`src/rtl/twe_pkg.sv`:
```
package twe_pkg;
  typedef enum logic [2:0] {
    PK_NONE, PK_ERASE, PK_WRITE, PK_ERAL, PK_WRAL
  } prog_kind_t;

  typedef enum logic [2:0] {
    ST_IDLE, ST_OPC, ST_ADR, ST_DAT, ST_RD, ST_DONE
  } cmd_state_t;

  localparam logic [1:0] OPC_RD  = 2'b10;
  localparam logic [1:0] OPC_WR  = 2'b01;
  localparam logic [1:0] OPC_ER  = 2'b11;
  localparam logic [1:0] OPC_EXT = 2'b00;

  localparam logic [1:0] EXT_EN   = 2'b11;
  localparam logic [1:0] EXT_DS   = 2'b00;
  localparam logic [1:0] EXT_ERAL = 2'b10;
  localparam logic [1:0] EXT_WRAL = 2'b01;
endpackage

```
`src/rtl/twe_sync.sv`:
```
module twe_sync #(
  parameter int STAGES = 2
) (
  input  logic clk,
  input  logic rst_n,
  input  logic cs_i,
  input  logic sck_i,
  input  logic sdi_i,
  output logic cs_s,
  output logic sdi_s,
  output logic sck_rise,
  output logic cs_rise
);
  logic [STAGES-1:0] cs_p, sck_p, sdi_p;
  logic sck_q, cs_q;

  always_ff @(posedge clk or negedge rst_n) begin
    if (!rst_n) begin
      cs_p  <= '0;
      sck_p <= '0;
      sdi_p <= '0;
      sck_q <= 1'b0;
      cs_q  <= 1'b0;
    end else begin
      cs_p  <= {cs_p[STAGES-2:0], cs_i};
      sck_p <= {sck_p[STAGES-2:0], sck_i};
      sdi_p <= {sdi_p[STAGES-2:0], sdi_i};
      sck_q <= sck_p[STAGES-1];
      cs_q  <= cs_p[STAGES-1];
    end
  end

  assign cs_s     = cs_p[STAGES-1];
  assign sdi_s    = sdi_p[STAGES-1];
  assign sck_rise = sck_p[STAGES-1] & ~sck_q;
  assign cs_rise  = cs_p[STAGES-1] & ~cs_q;
endmodule

```
`src/rtl/twe_cmd.sv`:
```
module twe_cmd
  import twe_pkg::*;
#(
  parameter int AW = 6,
  parameter int DW = 16
) (
  input  logic          clk,
  input  logic          rst_n,
  input  logic          cs_s,
  input  logic          sdi_s,
  input  logic          sck_rise,
  input  logic          cs_rise,
  input  logic          busy,
  input  logic [DW-1:0] rd_data,
  output logic [AW-1:0] rd_addr,
  output logic          prog_req,
  output prog_kind_t    prog_kind,
  output logic [AW-1:0] prog_addr,
  output logic [DW-1:0] prog_data,
  output logic          sdo,
  output logic          sdo_oe
);
  localparam int CW = $clog2((DW > AW) ? DW : AW);
  localparam logic [CW-1:0] ADR_LAST = CW'(AW - 1);
  localparam logic [CW-1:0] DAT_LAST = CW'(DW - 1);
  localparam logic [CW-1:0] OPC_LAST = CW'(1);

  cmd_state_t    state_q, state_d;
  logic [CW-1:0] cnt_q, cnt_d;
  logic [1:0]    op_q, op_d;
  logic [AW-1:0] addr_q, addr_d;
  logic [DW-1:0] sh_q, sh_d;
  logic          wen_q, wen_d;
  logic          arm_q, arm_d;
  logic          stat_q, stat_d;
  logic          sdo_q, sdo_d;
  logic          oe_q, oe_d;
  logic          req_q, req_d;
  prog_kind_t    kind_q, kind_d;

  logic [AW-1:0] addr_shift;
  logic [1:0]    ext_sel;

  assign addr_shift = {addr_q[AW-2:0], sdi_s};
  assign ext_sel    = addr_shift[AW-1 -: 2];
  assign rd_addr    = (state_q == ST_RD) ? addr_q + AW'(1) : addr_shift;

  always_comb begin
    state_d = state_q;
    cnt_d   = cnt_q;
    op_d    = op_q;
    addr_d  = addr_q;
    sh_d    = sh_q;
    wen_d   = wen_q;
    arm_d   = arm_q;
    stat_d  = stat_q;
    sdo_d   = sdo_q;
    oe_d    = oe_q;
    req_d   = 1'b0;
    kind_d  = kind_q;
    if (!cs_s) begin
      state_d = ST_IDLE;
      cnt_d   = '0;
      oe_d    = 1'b0;
      sdo_d   = 1'b0;
      stat_d  = 1'b0;
    end else begin
      if (cs_rise && arm_q) stat_d = 1'b1;
      if (sck_rise) begin
        unique case (state_q)
          ST_IDLE: begin
            if (sdi_s && !busy) begin
              state_d = ST_OPC;
              cnt_d   = '0;
              stat_d  = 1'b0;
              arm_d   = 1'b0;
            end
          end
          ST_OPC: begin
            op_d = {op_q[0], sdi_s};
            if (cnt_q == OPC_LAST) begin
              state_d = ST_ADR;
              cnt_d   = '0;
            end else begin
              cnt_d = cnt_q + CW'(1);
            end
          end
          ST_ADR: begin
            addr_d = addr_shift;
            if (cnt_q == ADR_LAST) begin
              cnt_d   = '0;
              state_d = ST_DONE;
              unique case (op_q)
                OPC_RD: begin
                  state_d = ST_RD;
                  oe_d    = 1'b1;
                  sdo_d   = 1'b0;
                  sh_d    = rd_data;
                end
                OPC_WR: state_d = ST_DAT;
                OPC_ER: begin
                  if (wen_q) begin
                    req_d  = 1'b1;
                    kind_d = PK_ERASE;
                    arm_d  = 1'b1;
                  end
                end
                default: begin
                  unique case (ext_sel)
                    EXT_EN: wen_d = 1'b1;
                    EXT_DS: wen_d = 1'b0;
                    EXT_ERAL: begin
                      if (wen_q) begin
                        req_d  = 1'b1;
                        kind_d = PK_ERAL;
                        arm_d  = 1'b1;
                      end
                    end
                    default: state_d = ST_DAT;
                  endcase
                end
              endcase
            end else begin
              cnt_d = cnt_q + CW'(1);
            end
          end
          ST_DAT: begin
            sh_d = {sh_q[DW-2:0], sdi_s};
            if (cnt_q == DAT_LAST) begin
              state_d = ST_DONE;
              cnt_d   = '0;
              if (wen_q) begin
                req_d  = 1'b1;
                kind_d = (op_q == OPC_WR) ? PK_WRITE : PK_WRAL;
                arm_d  = 1'b1;
              end
            end else begin
              cnt_d = cnt_q + CW'(1);
            end
          end
          ST_RD: begin
            sdo_d = sh_q[DW-1];
            if (cnt_q == DAT_LAST) begin
              sh_d   = rd_data;
              addr_d = addr_q + AW'(1);
              cnt_d  = '0;
            end else begin
              sh_d  = {sh_q[DW-2:0], 1'b0};
              cnt_d = cnt_q + CW'(1);
            end
          end
          default: ;
        endcase
      end
    end
  end

  always_ff @(posedge clk or negedge rst_n) begin
    if (!rst_n) begin
      state_q <= ST_IDLE;
      cnt_q   <= '0;
      op_q    <= '0;
      addr_q  <= '0;
      sh_q    <= '0;
      wen_q   <= 1'b0;
      arm_q   <= 1'b0;
      stat_q  <= 1'b0;
      sdo_q   <= 1'b0;
      oe_q    <= 1'b0;
      req_q   <= 1'b0;
      kind_q  <= PK_NONE;
    end else begin
      state_q <= state_d;
      cnt_q   <= cnt_d;
      op_q    <= op_d;
      addr_q  <= addr_d;
      sh_q    <= sh_d;
      wen_q   <= wen_d;
      arm_q   <= arm_d;
      stat_q  <= stat_d;
      sdo_q   <= sdo_d;
      oe_q    <= oe_d;
      req_q   <= req_d;
      kind_q  <= kind_d;
    end
  end

  assign prog_req  = req_q;
  assign prog_kind = kind_q;
  assign prog_addr = addr_q;
  assign prog_data = sh_q;
  assign sdo       = stat_q ? ~busy : sdo_q;
  assign sdo_oe    = stat_q | oe_q;

  AST_DESELECT_QUIET: assert property (@(posedge clk) disable iff (!rst_n)
    !cs_s |=> !sdo_oe);
  AST_PROG_GATED: assert property (@(posedge clk) disable iff (!rst_n)
    req_q |-> wen_q);
  AST_READ_LEAD_ZERO: assert property (@(posedge clk) disable iff (!rst_n)
    (cs_s && sck_rise && state_q == ST_ADR && cnt_q == ADR_LAST && op_q == OPC_RD)
      |=> (oe_q && !sdo_q));
  AST_STATUS_ARMED: assert property (@(posedge clk) disable iff (!rst_n)
    $rose(stat_q) |-> $past(arm_q));
endmodule

```
`src/rtl/twe_prog.sv`:
```
module twe_prog
  import twe_pkg::*;
#(
  parameter int AW          = 6,
  parameter int DW          = 16,
  parameter int PROG_CYCLES = 1000
) (
  input  logic          clk,
  input  logic          rst_n,
  input  logic          req,
  input  prog_kind_t    kind,
  input  logic [AW-1:0] addr,
  input  logic [DW-1:0] data,
  output logic          busy,
  output logic          commit,
  output prog_kind_t    c_kind,
  output logic [AW-1:0] c_addr,
  output logic [DW-1:0] c_data
);
  localparam int TW = $clog2(PROG_CYCLES + 1);

  logic          busy_q, busy_d;
  logic [TW-1:0] tmr_q, tmr_d;
  logic          commit_q, commit_d;
  prog_kind_t    kind_q, kind_d;
  logic [AW-1:0] addr_q, addr_d;
  logic [DW-1:0] data_q, data_d;

  always_comb begin
    busy_d   = busy_q;
    tmr_d    = tmr_q;
    commit_d = 1'b0;
    kind_d   = kind_q;
    addr_d   = addr_q;
    data_d   = data_q;
    if (req && !busy_q) begin
      busy_d = 1'b1;
      tmr_d  = TW'(PROG_CYCLES - 1);
      kind_d = kind;
      addr_d = addr;
      data_d = data;
    end else if (busy_q) begin
      if (tmr_q == '0) begin
        busy_d   = 1'b0;
        commit_d = 1'b1;
      end else begin
        tmr_d = tmr_q - TW'(1);
      end
    end
  end

  always_ff @(posedge clk or negedge rst_n) begin
    if (!rst_n) begin
      busy_q   <= 1'b0;
      tmr_q    <= '0;
      commit_q <= 1'b0;
      kind_q   <= PK_NONE;
      addr_q   <= '0;
      data_q   <= '0;
    end else begin
      busy_q   <= busy_d;
      tmr_q    <= tmr_d;
      commit_q <= commit_d;
      kind_q   <= kind_d;
      addr_q   <= addr_d;
      data_q   <= data_d;
    end
  end

  assign busy   = busy_q;
  assign commit = commit_q;
  assign c_kind = kind_q;
  assign c_addr = addr_q;
  assign c_data = data_q;

  AST_REQ_NOT_BUSY: assert property (@(posedge clk) disable iff (!rst_n)
    req |-> !busy_q);
  AST_BUSY_ENDS_IN_COMMIT: assert property (@(posedge clk) disable iff (!rst_n)
    $fell(busy_q) |-> commit_q);
  AST_COMMIT_AFTER_BUSY: assert property (@(posedge clk) disable iff (!rst_n)
    commit_q |-> $past(busy_q));
endmodule

```
`src/rtl/twe_array.sv`:
```
module twe_array
  import twe_pkg::*;
#(
  parameter int AW = 6,
  parameter int DW = 16
) (
  input  logic          clk,
  input  logic          rst_n,
  input  logic          we,
  input  prog_kind_t    kind,
  input  logic [AW-1:0] addr,
  input  logic [DW-1:0] data,
  input  logic [AW-1:0] rd_addr,
  output logic [DW-1:0] rd_data
);
  localparam int WORDS = 1 << AW;

  logic [DW-1:0] mem [WORDS];

  for (genvar i = 0; i < WORDS; i++) begin : g_word
    logic hit;
    assign hit = (addr == AW'(i));
    always_ff @(posedge clk or negedge rst_n) begin
      if (!rst_n) begin
        mem[i] <= '1;
      end else if (we) begin
        unique case (kind)
          PK_ERASE: if (hit) mem[i] <= '1;
          PK_WRITE: if (hit) mem[i] <= data;
          PK_ERAL:  mem[i] <= '1;
          PK_WRAL:  mem[i] <= data;
          default:  ;
        endcase
      end
    end
  end

  assign rd_data = mem[rd_addr];
endmodule

```
`src/rtl/tri_wire_eeprom.sv`:
```
module tri_wire_eeprom
  import twe_pkg::*;
#(
  parameter int AW          = 6,
  parameter int DW          = 16,
  parameter int PROG_CYCLES = 1000,
  parameter int SYNC_STAGES = 2
) (
  input  logic clk,
  input  logic rst_n,
  input  logic cs_i,
  input  logic sck_i,
  input  logic sdi_i,
  output logic sdo_o,
  output logic sdo_oe_o
);
  logic [1:0] rst_sync;
  logic       core_rst_n;

  always_ff @(posedge clk or negedge rst_n) begin
    if (!rst_n) rst_sync <= 2'b00;
    else        rst_sync <= {rst_sync[0], 1'b1};
  end
  assign core_rst_n = rst_sync[1];

  logic          cs_s, sdi_s, sck_rise, cs_rise;
  logic          busy, req, commit;
  prog_kind_t    req_kind, c_kind;
  logic [AW-1:0] req_addr, c_addr, rd_addr;
  logic [DW-1:0] req_data, c_data, rd_data;

  twe_sync #(.STAGES(SYNC_STAGES)) u_sync (
    .clk(clk), .rst_n(core_rst_n),
    .cs_i(cs_i), .sck_i(sck_i), .sdi_i(sdi_i),
    .cs_s(cs_s), .sdi_s(sdi_s), .sck_rise(sck_rise), .cs_rise(cs_rise)
  );

  twe_cmd #(.AW(AW), .DW(DW)) u_cmd (
    .clk(clk), .rst_n(core_rst_n),
    .cs_s(cs_s), .sdi_s(sdi_s), .sck_rise(sck_rise), .cs_rise(cs_rise),
    .busy(busy), .rd_data(rd_data), .rd_addr(rd_addr),
    .prog_req(req), .prog_kind(req_kind), .prog_addr(req_addr), .prog_data(req_data),
    .sdo(sdo_o), .sdo_oe(sdo_oe_o)
  );

  twe_prog #(.AW(AW), .DW(DW), .PROG_CYCLES(PROG_CYCLES)) u_prog (
    .clk(clk), .rst_n(core_rst_n),
    .req(req), .kind(req_kind), .addr(req_addr), .data(req_data),
    .busy(busy), .commit(commit), .c_kind(c_kind), .c_addr(c_addr), .c_data(c_data)
  );

  twe_array #(.AW(AW), .DW(DW)) u_array (
    .clk(clk), .rst_n(core_rst_n),
    .we(commit), .kind(c_kind), .addr(c_addr), .data(c_data),
    .rd_addr(rd_addr), .rd_data(rd_data)
  );
endmodule

```
`config.mk`:
```
export PLATFORM = sky130hd
export DESIGN_NAME = tri_wire_eeprom
export DESIGN_NICKNAME = d
export VERILOG_FILES = /design/src/rtl/twe_pkg.sv /design/src/rtl/twe_sync.sv /design/src/rtl/twe_cmd.sv /design/src/rtl/twe_prog.sv /design/src/rtl/twe_array.sv /design/src/rtl/tri_wire_eeprom.sv
export SDC_FILE = /design/constraint.sdc
export NUM_CORES = 2
export LEC_CHECK = 0
export BUFFER_PORTS_ARGS = -buffer_cell sky130_fd_sc_hd__buf_4
export CORE_UTILIZATION = 40
export CTS_CLUSTER_DIAMETER = 50
export DETAILED_ROUTE_END_ITERATION = 6
export SLEW_MARGIN = 20
export SYNTH_ARGS = -nofsm -noshare
export SYNTH_HDL_FRONTEND = slang
export SYNTH_SLANG_ARGS = --single-unit
```
`constraint.sdc`:
```
create_clock -name clk -period 35.5 [get_ports clk]
set_input_delay 8.875 -clock clk [delete_from_list [all_inputs] [get_ports clk]]
set_output_delay 8.875 -clock clk [all_outputs]
set_load 0.1 [all_outputs]
```
# [After elaboration in Yosys (flattened, before gate mapping)]
# Cells that the tools add are included.
# W data, S select, Z words.
[op_classes] magnitude_cmp=1 n_addsub=3 n_reduce_logical=94 muxes=268 eq_ne=229 bitwise_logic=8
[ops] op="$pmux W16 S4" n=64
[ops] op="$mux W16" n=133
[ops] op="$ne A2 B1 Y1 const B" n=137
[ops] op="$reduce_and A4 Y1" n=67
[ops] op="$eq A6 B6 Y1 const B" n=32
[ops] op="$bmux W16 S6" n=1
[ops] op="$eq A6 B5 Y1 const B" n=16
[ops] op="$eq A6 B4 Y1 const B" n=8
[ops] op="$pmux W16 S3" n=1
[ops] op="$mux W3" n=14
[ops] op="$mux W1" n=32
[ops] op="$mux W10" n=3
[ops] op="$eq A6 B3 Y1 const B" n=4
[ops] op="$mux W4" n=6
[ops] op="$pmux W4 S4" n=1
[ops] op="$eq A3 B2 Y1 const B" n=4
[ops] op="$eq A6 B2 Y1 const B" n=2
[ops] op="$mux W6" n=2
[ops] op="$ne A3 B2 Y1 const B" n=4
[ops] op="$pmux W3 S2" n=2
[ops] op="$pmux W3 S4" n=1
[ops] op="$pmux W6 S2" n=1
[ops] op="$reduce_and A6 Y1" n=2
[ops] op="$logic_not A10 Y1" n=1
[ops] op="other kinds (39)" n=65
[word_totals] ff_bits=1111 wordCells=691 output_inout_bits=2 in_bits=5

# [Longest topological paths before layout]
[logic_depth] word_depth=9 ltp_mapped=12 mapped_depth_nobuf=9

# [By module]
# A second synthesis with hierarchy kept.
[unflattened] cells_unflattened=4689 hier_area_um2=50718.6
[modules_own_cells] mod="twe_array" area_per_inst_um2=46532.1 n_inst=1 seq_area_each_um2=26905.8 cells_per_inst=4263
[modules_own_cells] mod="twe_cmd" area_per_inst_um2=2346.0 n_inst=1 seq_area_each_um2=1001.0 cells_per_inst=239
[modules_own_cells] mod="twe_prog" area_per_inst_um2=1559.0 n_inst=1 seq_area_each_um2=925.9 cells_per_inst=174
[modules_own_cells] mod="twe_sync" area_per_inst_um2=227.7 n_inst=1 seq_area_each_um2=200.2 cells_per_inst=10
[modules_own_cells] mod="tri_wire_eeprom" area_per_inst_um2=53.8 n_inst=1 seq_area_each_um2=50.0 cells_per_inst=3

# [Worst setup path after synthesis]
# No wires, ideal clock.
[synth_timing] path_type="register to output" from="register u_prog.busy_q (netlist: u_prog.busy)" to="output port sdo_o" arrival_time_ns=1.971 setup_slack_ns=24.654 required_time_ns=26.625 path_stages_with_launch=2 n_path_buf=0 path_cell_list="dfrtp_1 mux2i_1"
[synth_between] elab_chain_len=2
[synth_rtl] element="from (decl)" line_no="twe_prog.sv:22" rtl="logic busy_q, busy_d;"
[synth_rtl] element="from (signal assigned)" line_no="twe_prog.sv:61" rtl="busy_q <= busy_d;"
[synth_rtl] element="$not A1 Y1" line_no="twe_cmd.sv:192" rtl="assign sdo = stat_q ? ~busy : sdo_q;"
[synth_rtl] element="$mux W1" line_no="twe_cmd.sv:192"
[synth_rtl] element="to (decl)" line_no="tri_wire_eeprom.sv:14" rtl="output logic sdo_o,"
# Every way passes these cells.

# [Worst setup path in the final report]
# Ends and elaborated chain as after synthesis.

==> metrics <==
CP top delay family=multiplexers; fin. max-slew vios=0; Routed WL per cell=about 22 µm; outcome=complete, no violations; predominant post-synthesis flop cell=dfstp_2; # setup viols final=0; RSZ-0062 raised after global routing=no; period utilization=a little under a third; MaxCap Viol Count=0; row count=141; Net Sw Frac=between 20% and 30%; Pint=about 2.2 mW; I/O Buffers=6; GP Congestion=approximately 0.84; Slew HR=18.72%; critical path arrival=2.14 ns; Worst VDD drop=around 0.043 mV; # diodes=0; Gate Count Post-Synth=between 6000 and 7000; HPWL Detailed=between 100000 and 150000 µm; drt total wl=179800 µm; CP peak stage delay=about 0.50 ns; post-route cell area=between 0.06 and 0.07 mm²; setup TNS=0 ns; HP Class=reg2reg; drt first pass iters=7; clock network power share=between 50% and 60%; mapped cell area=0.06009 mm²; GR Util met3=~3.7%; cts bufs inserted=~150; H-Tree Depth=4; DRC violations left=0; setup bufs post-CTS=0; Tmin final=between 10 and 15 ns; fin nets=approximately 5900; DRT antenna net count=0; first-pass GRT wire length=276200 µm; Die H=around 390 µm; DR vias/cell=between 5 and 6; Worst-Margin Slew=1.219 ns; clk_skew=0.02602 ns; Net Count, Synth=~6200; Overflow after GRT=0; CP Max Fanout=8; Layout area overhead=10.95%; Die W=just under 400 µm; Worst EP required=roughly 27 ns; CP max-delay cell=mux2i_1; Die Area=about 0.15 mm²; met2 usage=approximately 37%; PwrDens=between 40 and 50 mW/mm²; core box area=approximately 0.15 mm²; total number of vias=~46000; DR iter-0 viols=around 3600; Achievable Freq=approximately 91 MHz; Hold Fails Final Rpt=0; Leakage=about 25 nW; Longest Clk Path Bufs=3; CTS tree=yes; Most Used Layer, Global Route=met2; Combinational Power Share=about 5.2%; layout cells sized above 1=29.78%; dpl cell area=between 0.06 and 0.07 mm²; initial antenna violation count=0; met1 global-route usage=about a third; Reg power frac=between 40% and 50%; YS warnings=0; worst path cell trace=mux2i_1 -> buf_4; number of synthesized flops with an enable pin=0; Root Buffer=clkbuf_16; CP endpoint kind=output port; # resized after CTS=0; CTS sink cnt=1111; vias in the first global route=45250; Yosys cell types=73; Async SR Flop Fraction=100.0%; hold_buf cts=0; syn avg cell area=9.723 µm²; Startpoint Class=register; crit path kind=reg2out; maximum number of pins on one net before global-route repair=170; Starting Density=between 40% and 50%; worst path buffer plus inverter count=1; Net Sw Power=just over 0.7 mW; overall fraction of global-route tracks in use=a little under a quarter; sequential share of the synthesized area=48.40%; #FFs+latches synth=roughly 1100; clock-pin slew on the worst setup and hold paths=approximately 0.06 ns; Final Util=between 40% and 50%; latest clock arrival within the worst-skew pair=between 0.7 and 0.8 ns; IO Count=7
==> power groups by stage <==
| stage | combinational (mW) | sequential (mW) | clock, mW |
|---|---|---|---|
| final | 0.154 | 1.28 | 1.51 |
| after global routing | 0.164 | 1.28 | 1.60 |
| after CTS | 0.154 | 1.28 | 1.55 |
| after detailed placement | 0.154 | 1.30 | 0 |
| after global placement | 0.154 | 1.30 | 0 |
| after floorplan | 0.0997 | 1.31 | 0 |
==> kinds of logic after synthesis <==
logic type                 after synthesis  synth area share (%)
other                                    1              0.006241
adders and majority gates               13                0.2707
AOI/OAI and AO/OA                     1851                 18.59
muxes                                 1008                 17.33
DFF                                   1111                 48.40
and+or+nand+nor                       1581                 10.72
buffers and inverters                  608                 4.581
xor gates and xnor gates                 7                0.1020
==> state kept, by name, indices dropped and copies added (netlist names), 3 cells and up <==
signal           cells
u_cmd.prog_kind      3
u_prog.c_kind        3
u_cmd.state_q        3
u_cmd.cnt_q          4
u_cmd.prog_data     16
u_prog.c_addr        6
u_prog.c_data       16
u_cmd.prog_addr      6
u_prog.tmr_q        10
u_array.mem       1024
==> layout by cell type (no fill, tap or decap), drive strengths merged, types with 17 or more instances in the layout <==
cell,count
buf,151
nor2,1081
and3,20
nand3,53
o31ai,18
dfstp,1024
dfrtp,87
a211oi,21
o221ai,17
nor2b,25
a221oi,47
nand2b,20
a32oi,24
nand2,289
mux2i,776
a32o,17
mux2,229
o22ai,143
a2111oi,17
clkinv,39
a21oi,1112
clkbuf,199
nor3,33
a22oi,305
inv,23
o21ai,69
==> stage by stage <==
stage          hold slack [ns]  power (mW)  worst slack [ns]  instances
3_5_place_dp            0.3356       1.454             25.29       7736
3_3_place_gp            0.3352       1.453             25.29       7736
2_1_floorplan           0.3312       1.405             4.028       6180
6_report                0.3431       2.949             24.49       8010
5_1_grt                 0.3475       3.042             24.47       8010
4_1_cts                 0.3460       2.982             24.44       8009
==> Yosys cell counts, types with 4 or more instances <==
cell / number / area share [%]
inv_1: 12 / 0.075
buf_4: 40 / 0.50
o21ai_0: 49 / 0.41
a21o_1: 4 / 0.050
mux2_2: 229 / 4.3
a21oi_1: 1111 / 9.3
mux2i_1: 776 / 13
ha_1: 13 / 0.27
o22ai_1: 143 / 1.5
nand2_1: 288 / 1.8
a221oi_1: 24 / 0.35
a221oi_2: 23 / 0.57
a32o_1: 17 / 0.28
o31ai_1: 18 / 0.22
a22oi_1: 304 / 3.8
a32oi_1: 24 / 0.35
a31oi_1: 10 / 0.10
nor3_1: 32 / 0.27
dfrtp_1: 87 / 3.6
a221o_1: 16 / 0.27
o21ai_1: 20 / 0.17
and2_1: 5 / 0.052
o32ai_1: 16 / 0.23
buf_2: 124 / 1.0
and3_1: 20 / 0.21
or3_1: 5 / 0.052
nor2b_1: 25 / 0.26
a211oi_1: 20 / 0.25
buf_6: 22 / 0.41
nand3b_1: 5 / 0.062
o221ai_1: 16 / 0.23
xor2_1: 4 / 0.058
nand3_1: 53 / 0.44
a2111oi_0: 17 / 0.25
clkbuf_1: 397 / 2.5
nor4_1: 11 / 0.11
buf_1: 13 / 0.081
nand2b_1: 20 / 0.21
dfstp_2: 1024 / 45
nor2_1: 1080 / 6.7
or4_1: 16 / 0.20
==> final timing paths <==
path / slack [ns] / cells after the start / to / start
max: 24.49 / 2 / sdo_o / u_prog.busy$_DFF_PN0_
min: 0.34 / 0 / rst_sync[1]$_DFF_PN0_ / rst_sync[0]$_DFF_PN0_
max reg2reg: 30.11 / 10 / u_cmd.prog_data[9]$_DFFE_PN0P_ / u_cmd.prog_addr[0]$_DFFE_PN0P_
min reg2reg: 0.34 / 0 / rst_sync[1]$_DFF_PN0_ / rst_sync[0]$_DFF_PN0_
max in group asynchronous: 27.52 / 1 / rst_sync[1]$_DFF_PN0_ / rst_n
min in group asynchronous: 0.86 / 0 / u_array.mem[955]$_DFFE_PN1P_ / rst_sync[1]$_DFF_PN0_
==> per-layer routing <==
metal,routed length (µm),up-vias
met4,4988,0
met1,82920,23370
li1,-,21640
met3,9489,277
met2,82450,1151
met5,0,-
==> worst register-to-register path, stage by stage, from the launching register on <==
cell and delay (ns):
dfrtp_4 0.92, ha_1 0.87, nor4bb_4 0.48, buf_12 0.53, buf_4 0.84, a32oi_1 0.16
o221ai_1 0.13, o32ai_1 0.22, or4_1 0.64, o21ai_1 0.34, o31ai_1 0.12
==> final cells by class <==
cell class | count | area (µm²)
timing repair buffer | 151 | 1254
fill | 14130 | 81700
clock inverter | 74 | 865.8
tap | 2002 | 2505
inverter | 12 | 45.04
sequential | 1111 | 29090
multi-input combinational | 4461 | 28740
clock buffer | 199 | 4156
Note: power is estimated with default switching activity, not from simulation.
